<file path="src/rtl/brc_pkg.sv">
package brc_pkg;

  typedef enum logic [2:0] {
    TGT_NONE = 3'd0,
    TGT_COND = 3'd1,
    TGT_JUMP = 3'd2,
    TGT_CALL = 3'd3,
    TGT_REG  = 3'd4
  } tgtSel_e;

  typedef struct packed {
    logic    isBranch;
    logic    taken;
    tgtSel_e selTgt;
    logic    linkWr;
    logic    linkStep4;
  } ctl_t;

  localparam logic [3:0] COND_ALWAYS = 4'hE;
  localparam logic [3:0] COND_NEVER  = 4'hF;

  function automatic logic condHolds(input logic [3:0] cc, input logic n,
                                     input logic z, input logic c, input logic v);
    logic r;
    unique case (cc[3:1])
      3'd0: r = z;
      3'd1: r = c;
      3'd2: r = n;
      3'd3: r = v;
      3'd4: r = c & ~z;
      3'd5: r = (n == v);
      3'd6: r = ~z & (n == v);
      default: r = 1'b1;
    endcase
    if (cc[3:1] != 3'd7 && cc[0]) r = ~r;
    return r;
  endfunction

endpackage

</file>
<file path="src/rtl/brc_ctl.sv">
module brc_ctl
  import brc_pkg::*;
(
  input  logic        clk,
  input  logic        rstN,
  input  logic        inValid,
  input  logic [31:0] instWord,
  input  logic        flagN,
  input  logic        flagZ,
  input  logic        flagC,
  input  logic        flagV,
  output ctl_t        ctl
);

  logic [15:0] hw;
  logic [15:0] lo;
  logic        isCond;
  logic        isJump;
  logic        isCall;
  logic        isRegJ;
  logic        isRegCall;
  logic [3:0]  cc;
  logic        unusedBits;

  assign hw = instWord[31:16];
  assign lo = instWord[15:0];
  assign cc = hw[11:8];
  assign unusedBits = ^{hw[6:3], lo[13], lo[11:0]};

  assign isCond    = (hw[15:12] == 4'b1101) && (cc != COND_NEVER);
  assign isJump    = (hw[15:11] == 5'b11100);
  assign isCall    = (hw[15:11] == 5'b11110) && (lo[15:14] == 2'b11) && lo[12];
  assign isRegJ    = (hw[15:7] == 9'b010001110) && (hw[2:0] == 3'b000);
  assign isRegCall = (hw[15:7] == 9'b010001111) && (hw[2:0] == 3'b000);

  always_comb begin
    ctl = '0;
    ctl.selTgt = TGT_NONE;
    if (isCond) begin
      ctl.isBranch = 1'b1;
      ctl.taken    = condHolds(cc, flagN, flagZ, flagC, flagV);
      ctl.selTgt   = TGT_COND;
    end else if (isJump) begin
      ctl.isBranch = 1'b1;
      ctl.taken    = 1'b1;
      ctl.selTgt   = TGT_JUMP;
    end else if (isCall) begin
      ctl.isBranch  = 1'b1;
      ctl.taken     = 1'b1;
      ctl.selTgt    = TGT_CALL;
      ctl.linkWr    = 1'b1;
      ctl.linkStep4 = 1'b1;
    end else if (isRegJ || isRegCall) begin
      ctl.isBranch = 1'b1;
      ctl.taken    = 1'b1;
      ctl.selTgt   = TGT_REG;
      ctl.linkWr   = isRegCall;
    end
  end

  // code 1110 is taken regardless of flags
  p_always_taken_r3: assert property (@(posedge clk) disable iff (!rstN)
    (inValid && hw[15:12] == 4'b1101 && cc == COND_ALWAYS) |-> (ctl.taken && ctl.isBranch));

  // code 1111 never counts as a branch
  p_never_code_r3: assert property (@(posedge clk) disable iff (!rstN)
    (inValid && hw[15:12] == 4'b1101 && cc == COND_NEVER) |-> !ctl.isBranch);

endmodule

</file>
<file path="src/rtl/brc_dp.sv">
module brc_dp
  import brc_pkg::*;
#(
  parameter int ADDR_W = 32
) (
  input  logic              clk,
  input  logic              rstN,
  input  logic              inValid,
  input  logic [31:0]       instWord,
  input  logic [ADDR_W-1:0] pc,
  input  logic [ADDR_W-1:0] regVal,
  input  ctl_t              ctl,
  output logic              outValid,
  output logic              outIsBranch,
  output logic              outTaken,
  output logic [ADDR_W-1:0] outTarget,
  output logic              outLinkWr,
  output logic [ADDR_W-1:0] outLink
);

  localparam int COND_OFF_W = 9;
  localparam int JUMP_OFF_W = 12;
  localparam int CALL_OFF_W = 25;

  logic [15:0]           hw;
  logic [15:0]           lo;
  logic [ADDR_W-1:0]     pcBase;
  logic [ADDR_W-1:0]     pcNext2;
  logic [COND_OFF_W-1:0] rawCond;
  logic [JUMP_OFF_W-1:0] rawJump;
  logic [CALL_OFF_W-1:0] rawCall;
  logic [ADDR_W-1:0]     offCond;
  logic [ADDR_W-1:0]     offJump;
  logic [ADDR_W-1:0]     offCall;
  logic                  sBit;
  logic                  iOne;
  logic                  iTwo;
  logic [ADDR_W-1:0]     nextTarget;
  logic [ADDR_W-1:0]     nextLink;
  logic                  unusedBits;

  assign hw = instWord[31:16];
  assign lo = instWord[15:0];
  assign unusedBits = ^{hw[15:11], lo[15:14], lo[12]};

  assign pcBase  = pc + ADDR_W'(4);
  assign pcNext2 = pc + ADDR_W'(2);

  assign sBit = hw[10];
  assign iOne = ~(lo[13] ^ sBit);
  assign iTwo = ~(lo[11] ^ sBit);

  assign rawCond = {hw[7:0], 1'b0};
  assign rawJump = {hw[10:0], 1'b0};
  assign rawCall = {sBit, iOne, iTwo, hw[9:0], lo[10:0], 1'b0};

  assign offCond = {{(ADDR_W-COND_OFF_W){rawCond[COND_OFF_W-1]}}, rawCond};
  assign offJump = {{(ADDR_W-JUMP_OFF_W){rawJump[JUMP_OFF_W-1]}}, rawJump};
  assign offCall = {{(ADDR_W-CALL_OFF_W){rawCall[CALL_OFF_W-1]}}, rawCall};

  always_comb begin
    unique case (ctl.selTgt)
      TGT_COND: nextTarget = pcBase + offCond;
      TGT_JUMP: nextTarget = pcBase + offJump;
      TGT_CALL: nextTarget = pcBase + offCall;
      TGT_REG:  nextTarget = regVal & ~ADDR_W'(1);
      default:  nextTarget = '0;
    endcase
  end

  always_comb begin
    if (!ctl.linkWr)        nextLink = '0;
    else if (ctl.linkStep4) nextLink = pcBase | ADDR_W'(1);
    else                    nextLink = pcNext2 | ADDR_W'(1);
  end

  always_ff @(posedge clk) begin
    if (!rstN) begin
      outValid    <= 1'b0;
      outIsBranch <= 1'b0;
      outTaken    <= 1'b0;
      outTarget   <= '0;
      outLinkWr   <= 1'b0;
      outLink     <= '0;
    end else begin
      outValid    <= inValid;
      outIsBranch <= inValid & ctl.isBranch;
      outTaken    <= inValid & ctl.taken;
      outTarget   <= inValid ? nextTarget : '0;
      outLinkWr   <= inValid & ctl.linkWr;
      outLink     <= inValid ? nextLink : '0;
    end
  end

  // a written return address always has bit 0 set
  p_link_odd_r5: assert property (@(posedge clk) disable iff (!rstN)
    outLinkWr |-> outLink[0]);

  // indirect targets leave with bit 0 cleared
  p_reg_target_even_r6: assert property (@(posedge clk) disable iff (!rstN)
    (inValid && ctl.selTgt == TGT_REG) |=> (outTarget[0] == 1'b0 && outTaken));

  // a non-branch result is quiet
  p_quiet_nonbranch_r7: assert property (@(posedge clk) disable iff (!rstN)
    (outValid && !outIsBranch) |-> (!outTaken && !outLinkWr && outLink == '0));

  // result strobe trails the request by one clock
  p_valid_follows_r8: assert property (@(posedge clk) disable iff (!rstN)
    inValid |=> outValid);

  // nothing is reported without a request
  p_idle_quiet_r8: assert property (@(posedge clk) disable iff (!rstN)
    !outValid |-> (!outTaken && !outIsBranch && !outLinkWr));

endmodule

</file>
<file path="src/rtl/brc_unit.sv">
module brc_unit
  import brc_pkg::*;
#(
  parameter int ADDR_W = 32
) (
  input  logic              clk,
  input  logic              rstN,
  input  logic              inValid,
  input  logic [31:0]       instWord,
  input  logic [ADDR_W-1:0] pc,
  input  logic [ADDR_W-1:0] regVal,
  input  logic              flagN,
  input  logic              flagZ,
  input  logic              flagC,
  input  logic              flagV,
  output logic              outValid,
  output logic              outIsBranch,
  output logic              outTaken,
  output logic [ADDR_W-1:0] outTarget,
  output logic              outLinkWr,
  output logic [ADDR_W-1:0] outLink
);

  ctl_t ctl;

  brc_ctl u_ctl (
    .clk      (clk),
    .rstN     (rstN),
    .inValid  (inValid),
    .instWord (instWord),
    .flagN    (flagN),
    .flagZ    (flagZ),
    .flagC    (flagC),
    .flagV    (flagV),
    .ctl      (ctl)
  );

  brc_dp #(.ADDR_W(ADDR_W)) u_dp (
    .clk         (clk),
    .rstN        (rstN),
    .inValid     (inValid),
    .instWord    (instWord),
    .pc          (pc),
    .regVal      (regVal),
    .ctl         (ctl),
    .outValid    (outValid),
    .outIsBranch (outIsBranch),
    .outTaken    (outTaken),
    .outTarget   (outTarget),
    .outLinkWr   (outLinkWr),
    .outLink     (outLink)
  );

endmodule

</file>
<file path="config.mk">
export PLATFORM = sky130hd
export DESIGN_NAME = brc_unit
export DESIGN_NICKNAME = d
export VERILOG_FILES = /design/src/rtl/brc_pkg.sv /design/src/rtl/brc_ctl.sv /design/src/rtl/brc_dp.sv /design/src/rtl/brc_unit.sv
export SDC_FILE = /design/constraint.sdc
export NUM_CORES = 1
export LEC_CHECK = 0
export CAP_MARGIN = 20
export CORE_ASPECT_RATIO = 1.75
export CORE_MARGIN = 10
export CORE_UTILIZATION = 30
export CTS_CLUSTER_DIAMETER = 100
export DETAILED_ROUTE_END_ITERATION = 10
export PLACE_DENSITY = 0.69
export SLEW_MARGIN = 10
export SYNTH_ARGS = -nofsm -noshare
export SYNTH_HDL_FRONTEND = slang
export SYNTH_HIERARCHICAL = 1
export SYNTH_SLANG_ARGS = --single-unit
</file>
<file path="constraint.sdc">
create_clock -name clk -period 5.45 [get_ports clk]
set_input_delay 0.545 -clock clk [delete_from_list [all_inputs] [get_ports clk]]
set_output_delay 0.545 -clock clk [all_outputs]
set_load 0.02 [all_outputs]
</file>
==> results of run 1 <==
[layer usage]
layer	wire length (um)	part of all wire, %	GRT usage (%)
met4	916	5.0	10.4
met3	948	5.1	3.79
met1	6580	36	14.7
met5	0	0	0
met2	9970	54	29.7
[flip-flops by register name, indices dropped and copies added, names as in the netlist]
register	flops
u_dp/outIsBranch	1
u_dp/outLink	32
u_dp/outLinkWr	1
u_dp/outTaken	1
u_dp/outTarget	32
u_dp/outValid	1
[cells by family (layout without fill, tap and decap cells)]
family                   after synthesis  count (layout)  synth area share (%)
other                                  0               3                     0
AO/OA/AOI/OAI                        158             158                  20.0
flip-flops                            68              68                  26.8
buffers and inverters                 38             213                  2.96
XOR/XNOR                              85              85                  14.7
AND/OR/NAND/NOR                      246             246                  23.1
adder cells (fa/ha/maj)               34              34                  8.53
multiplexers                          17              17                  3.87
[final cells by class]
type / count / area [um^2] / area share [%]
clock inverters: 2 / 10.0 / 0.136
multi-input cells: 540 / 3560 / 48.5
repair buffers: 185 / 1810 / 24.7
inverters: 13 / 48.8 / 0.665
flip-flops and latches: 68 / 1360 / 18.5
diodes: 3 / 7.51 / 0.102
clock buffers: 13 / 260 / 3.55
well taps: 224 / 280 / 3.82
[where the power goes]
group	switching [uW]	internal [uW]	leakage, uW
logic	226	205	0.00212
registers	0.943	502	0.000548
clock network	205	328	0.000135
[metrics by stage]
stage                     total power, uW  hold WS (ns)  util [%]  std cells
after detailed placement              941          1.11      42.7       1029
final                                1470         0.767      44.4       1048
after CTS                            1490         0.755      44.3       1044
after floorplan                       771         0.654         -        646
after global placement                937          1.11      42.7       1029
after global routing                 1550         0.761      44.4       1048
[cell usage in the layout (no fill, tap or decap), types with 12 or more instances in the layout]
| master | n |
|---|---|
| sky130_fd_sc_hd__nor2_1 | 82 |
| sky130_fd_sc_hd__xnor2_1 | 48 |
| sky130_fd_sc_hd__a22oi_1 | 12 |
| sky130_fd_sc_hd__a21oi_1 | 45 |
| sky130_fd_sc_hd__nand2_1 | 61 |
| sky130_fd_sc_hd__nand3_1 | 22 |
| sky130_fd_sc_hd__inv_1 | 13 |
| sky130_fd_sc_hd__dfxtp_1 | 68 |
| sky130_fd_sc_hd__a21o_1 | 15 |
| sky130_fd_sc_hd__clkdlybuf4s50_1 | 169 |
| sky130_fd_sc_hd__o21ai_0 | 37 |
| sky130_fd_sc_hd__buf_4 | 16 |
| sky130_fd_sc_hd__o21a_1 | 13 |
| sky130_fd_sc_hd__and3_1 | 13 |
| sky130_fd_sc_hd__nor3_1 | 13 |
| sky130_fd_sc_hd__xor2_1 | 37 |
| sky130_fd_sc_hd__ha_1 | 33 |
[tightest hold or removal path: cells and delay by family]
family	cells	cell delay [ns]
compound gates	1	0.06
buf+inv	1	0.40
simple gates	1	0.05
[how the worst max path moves through the flow]
stage	endpoint	slack [ns]	depth (start not counted)
final	u_dp/outTarget[29]$_SDFF_PN0_	0.78	18
after global routing	u_dp/outTarget[31]$_SDFF_PN0_	0.49	18
after CTS	u_dp/outTarget[29]$_SDFF_PN0_	0.83	18
after detailed placement	u_dp/outTarget[29]$_SDFF_PN0_	0.50	18
after global placement	u_dp/outTarget[29]$_SDFF_PN0_	0.53	18
after floorplan	u_dp/outTarget[31]$_SDFF_PN0_	1.25	18
==> results, run 1 <==
- The run finished with clean final reports.
- The cell count after synthesis is between 600 and 700.
- In this design, the largest share of critical-path delay is due to compound AO/OA/AOI/OAI gates.
- The kind of end point of the critical path is a flop.
- Clock tree synthesis selected as its root buffer the cell sky130_fd_sc_hd__clkbuf_16.
- The highest ir drop seen on vdd is between 0.1 and 0.15 mV.
- The total iterations of the first detailed-routing run is 4.
- After routing, the total negative slack on setup checks comes to 0 ns.
- Of the post-synthesis cell area, the dominant cell type holds about 27%.
- For the worst setup path, the data required time is between 5 and 6 ns.
- Once placement finished, the instance area stood at ~7100 um^2.
- The die is just under 200 um tall.
- After routing the design area is between 7000 and 8000 um^2.
- At the placement stage, the worst setup path has a slack of approximately 0.50 ns.
- For this design, the slowest cell found on the critical path is sky130_fd_sc_hd__clkdlybuf4s50_1.
- The detail route stage leaves a number of antenna-violating nets equal to 0.
- The cell taking the most area after synthesis is sky130_fd_sc_hd__dfxtp_1.
- For this run, the post-layout net count is between 900 and 1000.
- The initial antenna violation count is 3.
- Once the floorplan was initialized, standard cells occupied between 30% and 40% of the core.
- The die covers 22700 um^2.
- The aggregate global routing overflow is 0.
- During placement, the flow inserted port buffers numbering 169.
- The count of hold-fix buffers inserted at cts is 0.
- Clock tree synthesis found a total of slightly below 70 sinks.
- Headroom to the max-slew limit came out at 50.9%.
- Clock-pin slew was measured on the worst setup and hold paths at about 0.06 ns.
- The number of rows in the core area is 62.
- The final setup violation count is 0.
- The number of enable-type register cells in the synthesized netlist is 0.
- The cell area that synthesis handed to floorplanning was 5070 um^2.
- The pin count of the biggest net entering global routing is 34.
- The part of the Yosys area used for sequential elements is 26.8%.
- For this run, the slowest stage of the critical path takes ~0.57 ns.
- The H-tree was split into 3 levels.
- The number of warnings reported in the yosys synthesis log is 6.
- The dominant cell by count in the synthesized netlist is sky130_fd_sc_hd__nor2_1.
- The max-slew violation count came to 0.
- The first-pass GRT wire length is between 20000 and 30000 um.
- The detailed-placement wirelength estimate is around 16000 um.
- Subtracting the final worst setup slack from the clock period gives 4.67 ns.
- Dividing the detail-routed via count by the number of cells gives around 5.0.
- In the post-route analysis, the smallest setup slack over all paths is 0.780 ns.
- The final wirelength is about 18000 um.
- The number of buffers created by CTS is 9.
- The worst hold path begins at regVal[11].
- From synthesis to final layout, the design area changed by 44.7%.
- By area the synthesized netlist is led by sky130_fd_sc_hd__dfxtp_1 27%, sky130_fd_sc_hd__xnor2_1 8.3%, sky130_fd_sc_hd__ha_1 8.1%.
- The number of setup buffers added after CTS is 0.
- Together, buffers and inverters on the worst path number 2.
- The number of hold violations in the final report is 0.
- The total I/O pin count is 171.
- The leakage power of the design is around 0.0028 uW.
- The most critical setup path has its startpoint at instWord[28].
- The global-route usage over all layers is between 10% and 20%.
- The TritonCTS clock tree is yes.
- The floorplan step set the die width to roughly 120 um.
- The number of resized instances in the post-cts repair step is 0.
- The number of fillers in the final layout is around 1700.
- Of the cells placed in the final design, the portion with a size suffix greater than 1 is slightly above 6%.
- Based on the critical path, the design can be clocked at up to ~210 MHz.
- The total area inside the core boundary comes to between 15000 and 20000 um^2.
- The path type of the worst min-delay path is input port to flop.
- The flip-flop cell with the highest count after synthesis is sky130_fd_sc_hd__dfxtp_1.
- For this run, design rule violations remaining after detail routing come to 0.
- Counting along the longest clock path gives a buffer depth of 2.
- Summing over every cut layer, the via total after detailed routing is 5195.
- The routability congestion estimate is between 0.9 and 1.
- After the first detailed-routing iteration, the DRC count stood at between 200 and 250.
- Across the run, the number of max-cap violations was 0.
- For this design the ratio of total power to cell area is roughly 200 nW/um^2.
- The detail-routed net length per standard cell is approximately 18 um.
- The category of the critical setup timing path is input port to flop.
- The worst hold endpoint is u_dp/outTarget[11]$_SDFF_PN0_.
- The maximum fanout along the worst path is 9.
- STA classifies the critical path startpoint as an input port.
- Yosys mapped the design onto 60 distinct sky130hd cell types.
- The slew at the pin closest to its max-slew limit is 0.727 ns.
- A synthesized cell averages 7.85 um^2.
- Walking the worst path, the cells encountered are clkdlybuf4s50_1, nand4_1, a211oi_1, nor2b_1, buf_4, mux2i_1, nand2_1, o21a_1, ha_1, nand2_2, o311ai_2, a211oi_2, a221oi_2, o21ai_2, o311ai_1, o22ai_1, xnor2_1, a22o_1.
- By count the netlist is led by 82 x sky130_fd_sc_hd__nor2_1, 68 x sky130_fd_sc_hd__dfxtp_1, 61 x sky130_fd_sc_hd__nand2_1, 48 x sky130_fd_sc_hd__xnor2_1, 45 x sky130_fd_sc_hd__a21oi_1.
- Dividing the final minimum period by the clock period gives 85.7%.
- The register bit total from synthesis is roughly 70.
- The net count after synthesis is around 780.
- The via count of the first global-routing pass is 5205.
- The count of cells along the worst hold path is 3.
- The share of flip-flops with an asynchronous set or reset is 0%.
- At the worst endpoint, the arrival time is between 4 and 5 ns.
- Setup repair after global routing left no endpoint under its margin.
Note: power is estimated with default switching activity, not from simulation.
==> run 2, diff against run 1 <==
--- a/config.mk
+++ b/config.mk
@@ -6,12 +6,14 @@
 export NUM_CORES = 1
 export LEC_CHECK = 0
 export CAP_MARGIN = 20
+export CELL_PAD_IN_SITES_DETAIL_PLACEMENT = 1
+export CELL_PAD_IN_SITES_GLOBAL_PLACEMENT = 2
 export CORE_ASPECT_RATIO = 1.75
 export CORE_MARGIN = 10
-export CORE_UTILIZATION = 30
+export CORE_UTILIZATION = 26
 export CTS_CLUSTER_DIAMETER = 100
 export DETAILED_ROUTE_END_ITERATION = 10
-export PLACE_DENSITY = 0.69
+export PLACE_DENSITY = 0.94
 export SLEW_MARGIN = 10
 export SYNTH_ARGS = -nofsm -noshare
 export SYNTH_HDL_FRONTEND = slang
==> results, run 2 (synthesis gave the netlist of run 1 again) <==
- The number of fillers in the final layout came to 2299 (+38%).
- The detailed-placement wirelength estimate is 18000 um (+16%).
- In the final layout, the registers with the most flip-flops are u_dp/outLink: 32 flops, u_dp/outTarget: 32 flops.
- The highest ir drop seen on vdd was 0.101 mV (-12%).
- The final hold slack is 0.760 ns (-0.00723 ns).
- The final wirelength is 21400 um (+16%).
- The H-tree depth is 3 (unchanged).
- The initial antenna violation count is 2 (-1).
- The detail-routed net length per standard cell came to 20.2 um (+15%).
- The count of hold-fix buffers inserted at cts is 0 (unchanged).
- The library cells used most frequently in the layout, excluding fill and tap cells, are 169 x sky130_fd_sc_hd__clkdlybuf4s50_1, 82 x sky130_fd_sc_hd__nor2_1, 68 x sky130_fd_sc_hd__dfxtp_1, 61 x sky130_fd_sc_hd__nand2_1, 48 x sky130_fd_sc_hd__xnor2_1.
- The leakage power of the design is 0.00278 uW (-1.0%).
- The count of unresolved DRC violations after routing is 0 (unchanged).
- The achievable frequency is 199 MHz (-6.8%).
- Setup repair after global routing left no endpoint under its margin.
- The width of the chip came to 126 um (+6.2%).
- The critical path is of the input port to flop type.
- The headroom to the max-slew limit is 55.5% (+4.6 points).
- The total negative setup slack is 0 ns (unchanged).
- The post-detailed-route via-to-cell ratio is 5.02 (+1.2%).
- The post-detailed-route count of antenna-violating nets is 0 (unchanged).
- The kind of end point of the critical path is a flop.
- The via count of the first global-routing pass is 5654 (+8.6%).
- The library cell used most frequently in the layout, excluding fill and tap cells, is sky130_fd_sc_hd__clkdlybuf4s50_1.
- The max-slew violation count is 0 (unchanged).
- The number of resized instances in the post-cts repair step is 0 (unchanged).
- The slew at the pin closest to its max-slew limit is 0.667 ns (-0.0601 ns).
- The arrival time reported for the critical path endpoint is 5.26 ns (+0.36 ns).
- The ratio of final minimum period to clock period is 92.0% (+6.3 points).
- The buffer levels on the longest clock path is 2 (unchanged).
- The total iterations of the first detailed-routing run is 4 (unchanged).
- The global-route usage over all layers is 16.2% (+0.44 points).
- The total setup buffers inserted after CTS came to 0 (unchanged).
- The pin count of the biggest net entering global routing is 34 (unchanged).
- The routability congestion estimate is 0.898 (-2.3%).
- The final setup violation count is 0 (unchanged).
- The area of the die was 25700 um^2 (+13%).
- The number of rows in the core area is 67 (+8.1%).
- From synthesis to final layout, the design area changed by 44.2%.
- The total via count in the routed design came to 5310 (+2.2%).
- The final critical-path required period was 5.01 ns (+0.343 ns).
- The starting DRC count in detailed routing was 206 (+2.5%).
- The count of cells along the worst hold path is 3 (unchanged).
- The die height is 205 um (+6.6%).
- The maximum fanout along the worst path came to 9 (unchanged).
- The worst setup path is launched from an input port.
- In this run the clock root is driven by a sky130_fd_sc_hd__clkbuf_16.
- The worst path required time is 5.69 ns (about the same).
- The aggregate global routing overflow is 0 (unchanged).
- The max capacitance violation total is 0 (unchanged).
- The number of buffers added on ports is 169 (unchanged).
- The sequential standard cell area is 1360 um^2 (unchanged).
- The floorplan core area is 19200 um^2 (+16%).
- The area used by multi-input combinational logic came to 3560 um^2 (unchanged).
- The initial core utilization came to 26.4% (-4.3 points).
- The min-delay analysis places its worst path in the category input port to flop.
- The clock slew seen by the registers of the worst setup and hold paths is 0.06 ns (about the same).
- The total I/O pin count is 171 (unchanged).
- The total number of clock tree sinks is 68 (unchanged).
- The fraction of layout instances using a drive strength above 1 is 5.52% (-0.69 points).
- The power density normalized to cell area is 205 nW/um^2 (+2.8%).
- The final net count is 948 (-0.63%).
- The number of buffers created by CTS is 9 (unchanged).
- The number of hold violations in the final report is 0 (unchanged).
- The flow ran to the end, and the final reports show no timing, DRC or antenna violations.
- The first-pass GRT wire length is 32400 um (+16%).
- The TritonCTS clock tree is yes.
[run 2: where the power goes]
part | switching (uW) | leakage [uW] | internal, uW | total, uW
clock | 222 | 0.000135 | 329 | 551
combinational | 245 | 0.00209 | 205 | 449
sequential | 1.02 | 0.000548 | 502 | 503
total | 468 | 0.00278 | 1030 | 1500
[run 2: through the flow]
step / std cells / utilization, % / area, um^2 / setup WS [ns] / total power [uW]
after CTS: 1055 / 38.0 / 7300 / 0.529 / 1520
final: 1058 / 38.1 / 7310 / 0.436 / 1500
after detailed placement: 1040 / 36.6 / 7030 / 0.175 / 960
after global routing: 1058 / 38.1 / 7310 / 0.185 / 1580
after floorplan: 646 / - / 5070 / 1.25 / 771
after global placement: 1040 / 36.6 / 7030 / 0.303 / 955
[run 2: worst max-delay path, cell delays in order]
cell	delay, ns
sky130_fd_sc_hd__clkdlybuf4s50_1	0.56
sky130_fd_sc_hd__nand4_1	0.20
sky130_fd_sc_hd__a211oi_1	0.36
sky130_fd_sc_hd__nor2b_1	0.37
sky130_fd_sc_hd__buf_4	0.21
sky130_fd_sc_hd__mux2i_1	0.27
sky130_fd_sc_hd__nand2_1	0.26
sky130_fd_sc_hd__o21a_1	0.18
sky130_fd_sc_hd__ha_1	0.38
sky130_fd_sc_hd__nand2_2	0.09
sky130_fd_sc_hd__o311ai_2	0.30
sky130_fd_sc_hd__a211oi_2	0.07
sky130_fd_sc_hd__a221oi_2	0.38
sky130_fd_sc_hd__o21ai_2	0.15
sky130_fd_sc_hd__o311ai_1	0.42
sky130_fd_sc_hd__o22ai_1	0.18
sky130_fd_sc_hd__xnor2_1	0.15
sky130_fd_sc_hd__a22o_1	0.17
[run 2: final timing paths]
kind / start / end / slack (ns)
max: instWord[28] / u_dp/outTarget[29]$_SDFF_PN0_ / 0.44
min: regVal[11] / u_dp/outTarget[11]$_SDFF_PN0_ / 0.76
[run 2: area by class of cell]
cell class,instances,share of cell area (%)
diodes,2,0.0684
multi-input cells,540,48.7
repair buffers,179,24.2
clock buffers,13,3.56
clock inverters,2,0.137
inverters,13,0.667
well taps,241,4.12
flip-flops and latches,68,18.6
[run 2: per-layer routing]
layer / part of all wire (%) / track usage [%] / up-vias
met1: 32 / 13.9 / 2537
met2: 60 / 33.2 / 113
li1: - / - / 2620
met5: 0 / 0 / -
met4: 4.1 / 8.13 / 0
met3: 4.0 / 3.65 / 40
==> run 3, diff against run 2 <==
--- a/config.mk
+++ b/config.mk
@@ -13,7 +13,9 @@
 export CORE_UTILIZATION = 26
 export CTS_CLUSTER_DIAMETER = 100
 export DETAILED_ROUTE_END_ITERATION = 10
-export PLACE_DENSITY = 0.94
+export GPL_TIMING_DRIVEN = 0
+export PLACE_DENSITY_LB_ADDON = 0.1
+export SKIP_LAST_GASP = 1
 export SLEW_MARGIN = 10
 export SYNTH_ARGS = -nofsm -noshare
 export SYNTH_HDL_FRONTEND = slang
==> results, run 3 (synthesis gave the netlist of run 1 again) <==
- The area growth from synthesis to layout is 44.5%.
- The aggregate global routing overflow was 0 (unchanged).
- In this run the worst hold path is classified as input port to flop.
- The total via count in the routed design is 5283 (-0.51%).
- The highest ir drop seen on vdd was 0.130 mV (+29%).
- The final hold slack is 0.578 ns (-0.182 ns).
- The leakage power of the design is 0.00278 uW (about the same).
- The max-slew violation count came to 0 (unchanged).
- The floorplan core area is 19200 um^2 (unchanged).
- The starting DRC count in detailed routing is 212 (+2.9%).
- The number of buffers created by CTS is 9 (unchanged).
- The number of instances in the placed design came to 1049 (+0.87%).
- The clock root buffer master is sky130_fd_sc_hd__clkbuf_16.
- The max capacitance violation total is 0 (unchanged).
- The final wirelength is 21500 um (+0.65%).
- The die height is 205 um (unchanged).
- The post-detailed-route count of antenna-violating nets is 0 (unchanged).
- The headroom to the max-slew limit was 53.8% (-1.7 points).
- The clock slew seen by the registers of the worst setup and hold paths came to 0.06 ns (about the same).
- The final setup violation count was 0 (unchanged).
- The ratio of final minimum period to clock period is 92.6% (+0.62 points).
- The number of hold violations in the final report is 0 (unchanged).
- The flow ran to the end, and the final reports show no timing, DRC or antenna violations.
- The count of cells along the worst hold path came to 3 (unchanged).
- The global-route usage over all layers is 16.4% (+0.21 points).
- The maximum fanout along the worst path is 10 (+1).
- The power density normalized to cell area is 214 nW/um^2 (+3.9%).
- The largest registers in the layout are u_dp/outLink: 32 flops, u_dp/outTarget: 32 flops.
- The total I/O pin count was 171 (unchanged).
- The detailed-placement wirelength estimate is 18700 um (+4.0%).
- The total setup buffers inserted after CTS is 0 (unchanged).
- In the layout the commonest cells are 161 x sky130_fd_sc_hd__clkdlybuf4s50_1, 82 x sky130_fd_sc_hd__nor2_1, 68 x sky130_fd_sc_hd__dfxtp_1, 60 x sky130_fd_sc_hd__nand2_1, 48 x sky130_fd_sc_hd__xnor2_1.
- The routability congestion estimate came to 0.815 (-9.3%).
- The number of rows in the core area is 67 (unchanged).
- The count of hold-fix buffers inserted at cts is 0 (unchanged).
- The count of placed standard cells in the final layout, fillers left out is 1066 (+0.76%).
- The buffer levels on the longest clock path came to 2 (unchanged).
- The number of buffers added on ports is 162 (-4.1%).
- The TritonCTS clock tree is yes.
- The width of the chip is 126 um (unchanged).
- The via count of the first global-routing pass came to 5879 (+4.0%).
- The startpoint identified for the worst hold timing path is pc[4].
- The achievable frequency came to 198 MHz (-0.67%).
- The worst path required time was 5.68 ns (about the same).
- The leading cell type in the layout, fill and taps excluded is sky130_fd_sc_hd__clkdlybuf4s50_1.
- The arrival time reported for the critical path endpoint is 5.27 ns (about the same).
- The detail-routed net length per standard cell came to 20.2 um (-0.11%).
- The post-placement worst setup slack is -0.440 ns (-0.615 ns).
- The worst hold endpoint is u_dp/outLink[4]$_SDFF_PN0_.
- The pin count of the biggest net entering global routing is 13 (-62%).
- The kind of end point of the critical path is a flop.
- The first-pass GRT wire length is 32800 um (+1.3%).
- The total number of clock tree sinks is 68 (unchanged).
- The slew at the pin closest to its max-slew limit was 0.687 ns (+0.0205 ns).
- The post-detailed-route via-to-cell ratio came to 4.96 (-1.3%).
- The type of origin of the critical path is an input port.
- The initial core utilization came to 26.4% (unchanged).
- The critical path launch point is instWord[25].
- The final net count is 955 (+0.74%).
- The H-tree depth is 3 (unchanged).
- The area of the die came to 25700 um^2 (unchanged).
- The count of unresolved DRC violations after routing came to 0 (unchanged).
- Setup repair after global routing left no endpoint under its margin.
- The initial antenna violation count is 1 (-1).
- The final critical-path required period is 5.05 ns (+0.0338 ns).
- The category of the critical setup timing path is input port to flop.
- The fraction of layout instances using a drive strength above 1 is 5.83% (+0.31 points).
- The total negative setup slack is 0 ns (unchanged).
- The total iterations of the first detailed-routing run came to 4 (unchanged).
- The least setup slack across all paths after layout is 0.403 ns (-0.0338 ns).
-- run 3: routing by layer --
metal	track usage [%]	up-vias	routed length [um]
met5	0	-	0
met4	7.35	0	717
met3	3.31	26	765
met2	34.1	97	12800
met1	14.2	2528	7290
li1	-	2632	-
-- run 3: how the worst max path moves through the flow --
stage and endpoint:
2_1_floorplan u_dp/outTarget[31]$_SDFF_PN0_, 3_3_place_gp u_dp/outTarget[29]$_SDFF_PN0_, 3_5_place_dp u_dp/outTarget[29]$_SDFF_PN0_, 4_1_cts u_dp/outTarget[29]$_SDFF_PN0_
5_1_grt u_dp/outTarget[11]$_SDFF_PN0_, 6_report u_dp/outTarget[11]$_SDFF_PN0_
-- run 3: area by class of cell --
type / instances / area (um^2)
fillers: 2352 / 11900
multi-input cells: 540 / 3580
repair buffers: 162 / 1620
flip-flops and latches: 68 / 1360
well taps: 241 / 302
clock buffers: 11 / 253
plain buffers: 24 / 98.8
clock inverters: 5 / 58.8
inverters: 13 / 48.8
diodes: 2 / 5.00
-- run 3: report_power, final --
group	leakage, uW	internal, uW	switching, uW
sequential	0.000548	501	1.07
combinational	0.00208	200	252
clock	0.000148	380	232
-- run 3: critical path, cell delays in order --
cell and delay, ns:
sky130_fd_sc_hd__clkdlybuf4s50_1 0.70, sky130_fd_sc_hd__and3_1 0.24, sky130_fd_sc_hd__nand3_1 0.11, sky130_fd_sc_hd__nor3_2 0.27, sky130_fd_sc_hd__nor2b_1 0.09, sky130_fd_sc_hd__clkbuf_2 0.20
sky130_fd_sc_hd__nand2_2 0.26, sky130_fd_sc_hd__mux2_2 0.37, sky130_fd_sc_hd__ha_1 0.21, sky130_fd_sc_hd__fa_1 0.43, sky130_fd_sc_hd__a211oi_1 0.38, sky130_fd_sc_hd__o21bai_1 0.13
sky130_fd_sc_hd__a21oi_1 0.28, sky130_fd_sc_hd__o21bai_1 0.10, sky130_fd_sc_hd__a21oi_1 0.24, sky130_fd_sc_hd__o21bai_1 0.10, sky130_fd_sc_hd__a21oi_1 0.18, sky130_fd_sc_hd__xor2_1 0.32
sky130_fd_sc_hd__o21ai_0 0.11
-- run 3: metrics by stage --
step / total power, uW / util, % / instance area [um^2]
after CTS: 1600 / 38.1 / 7310
after floorplan: 771 / - / 5070
after detailed placement: 970 / 36.4 / 7000
after global placement: 967 / 36.4 / 7000
final: 1570 / 38.2 / 7330
after global routing: 1650 / 38.2 / 7330
-- run 3: timing repair --
action	CTS	global route
pin swaps	0	0
setup endpoints to repair	2	9
gates resized for setup	2	5
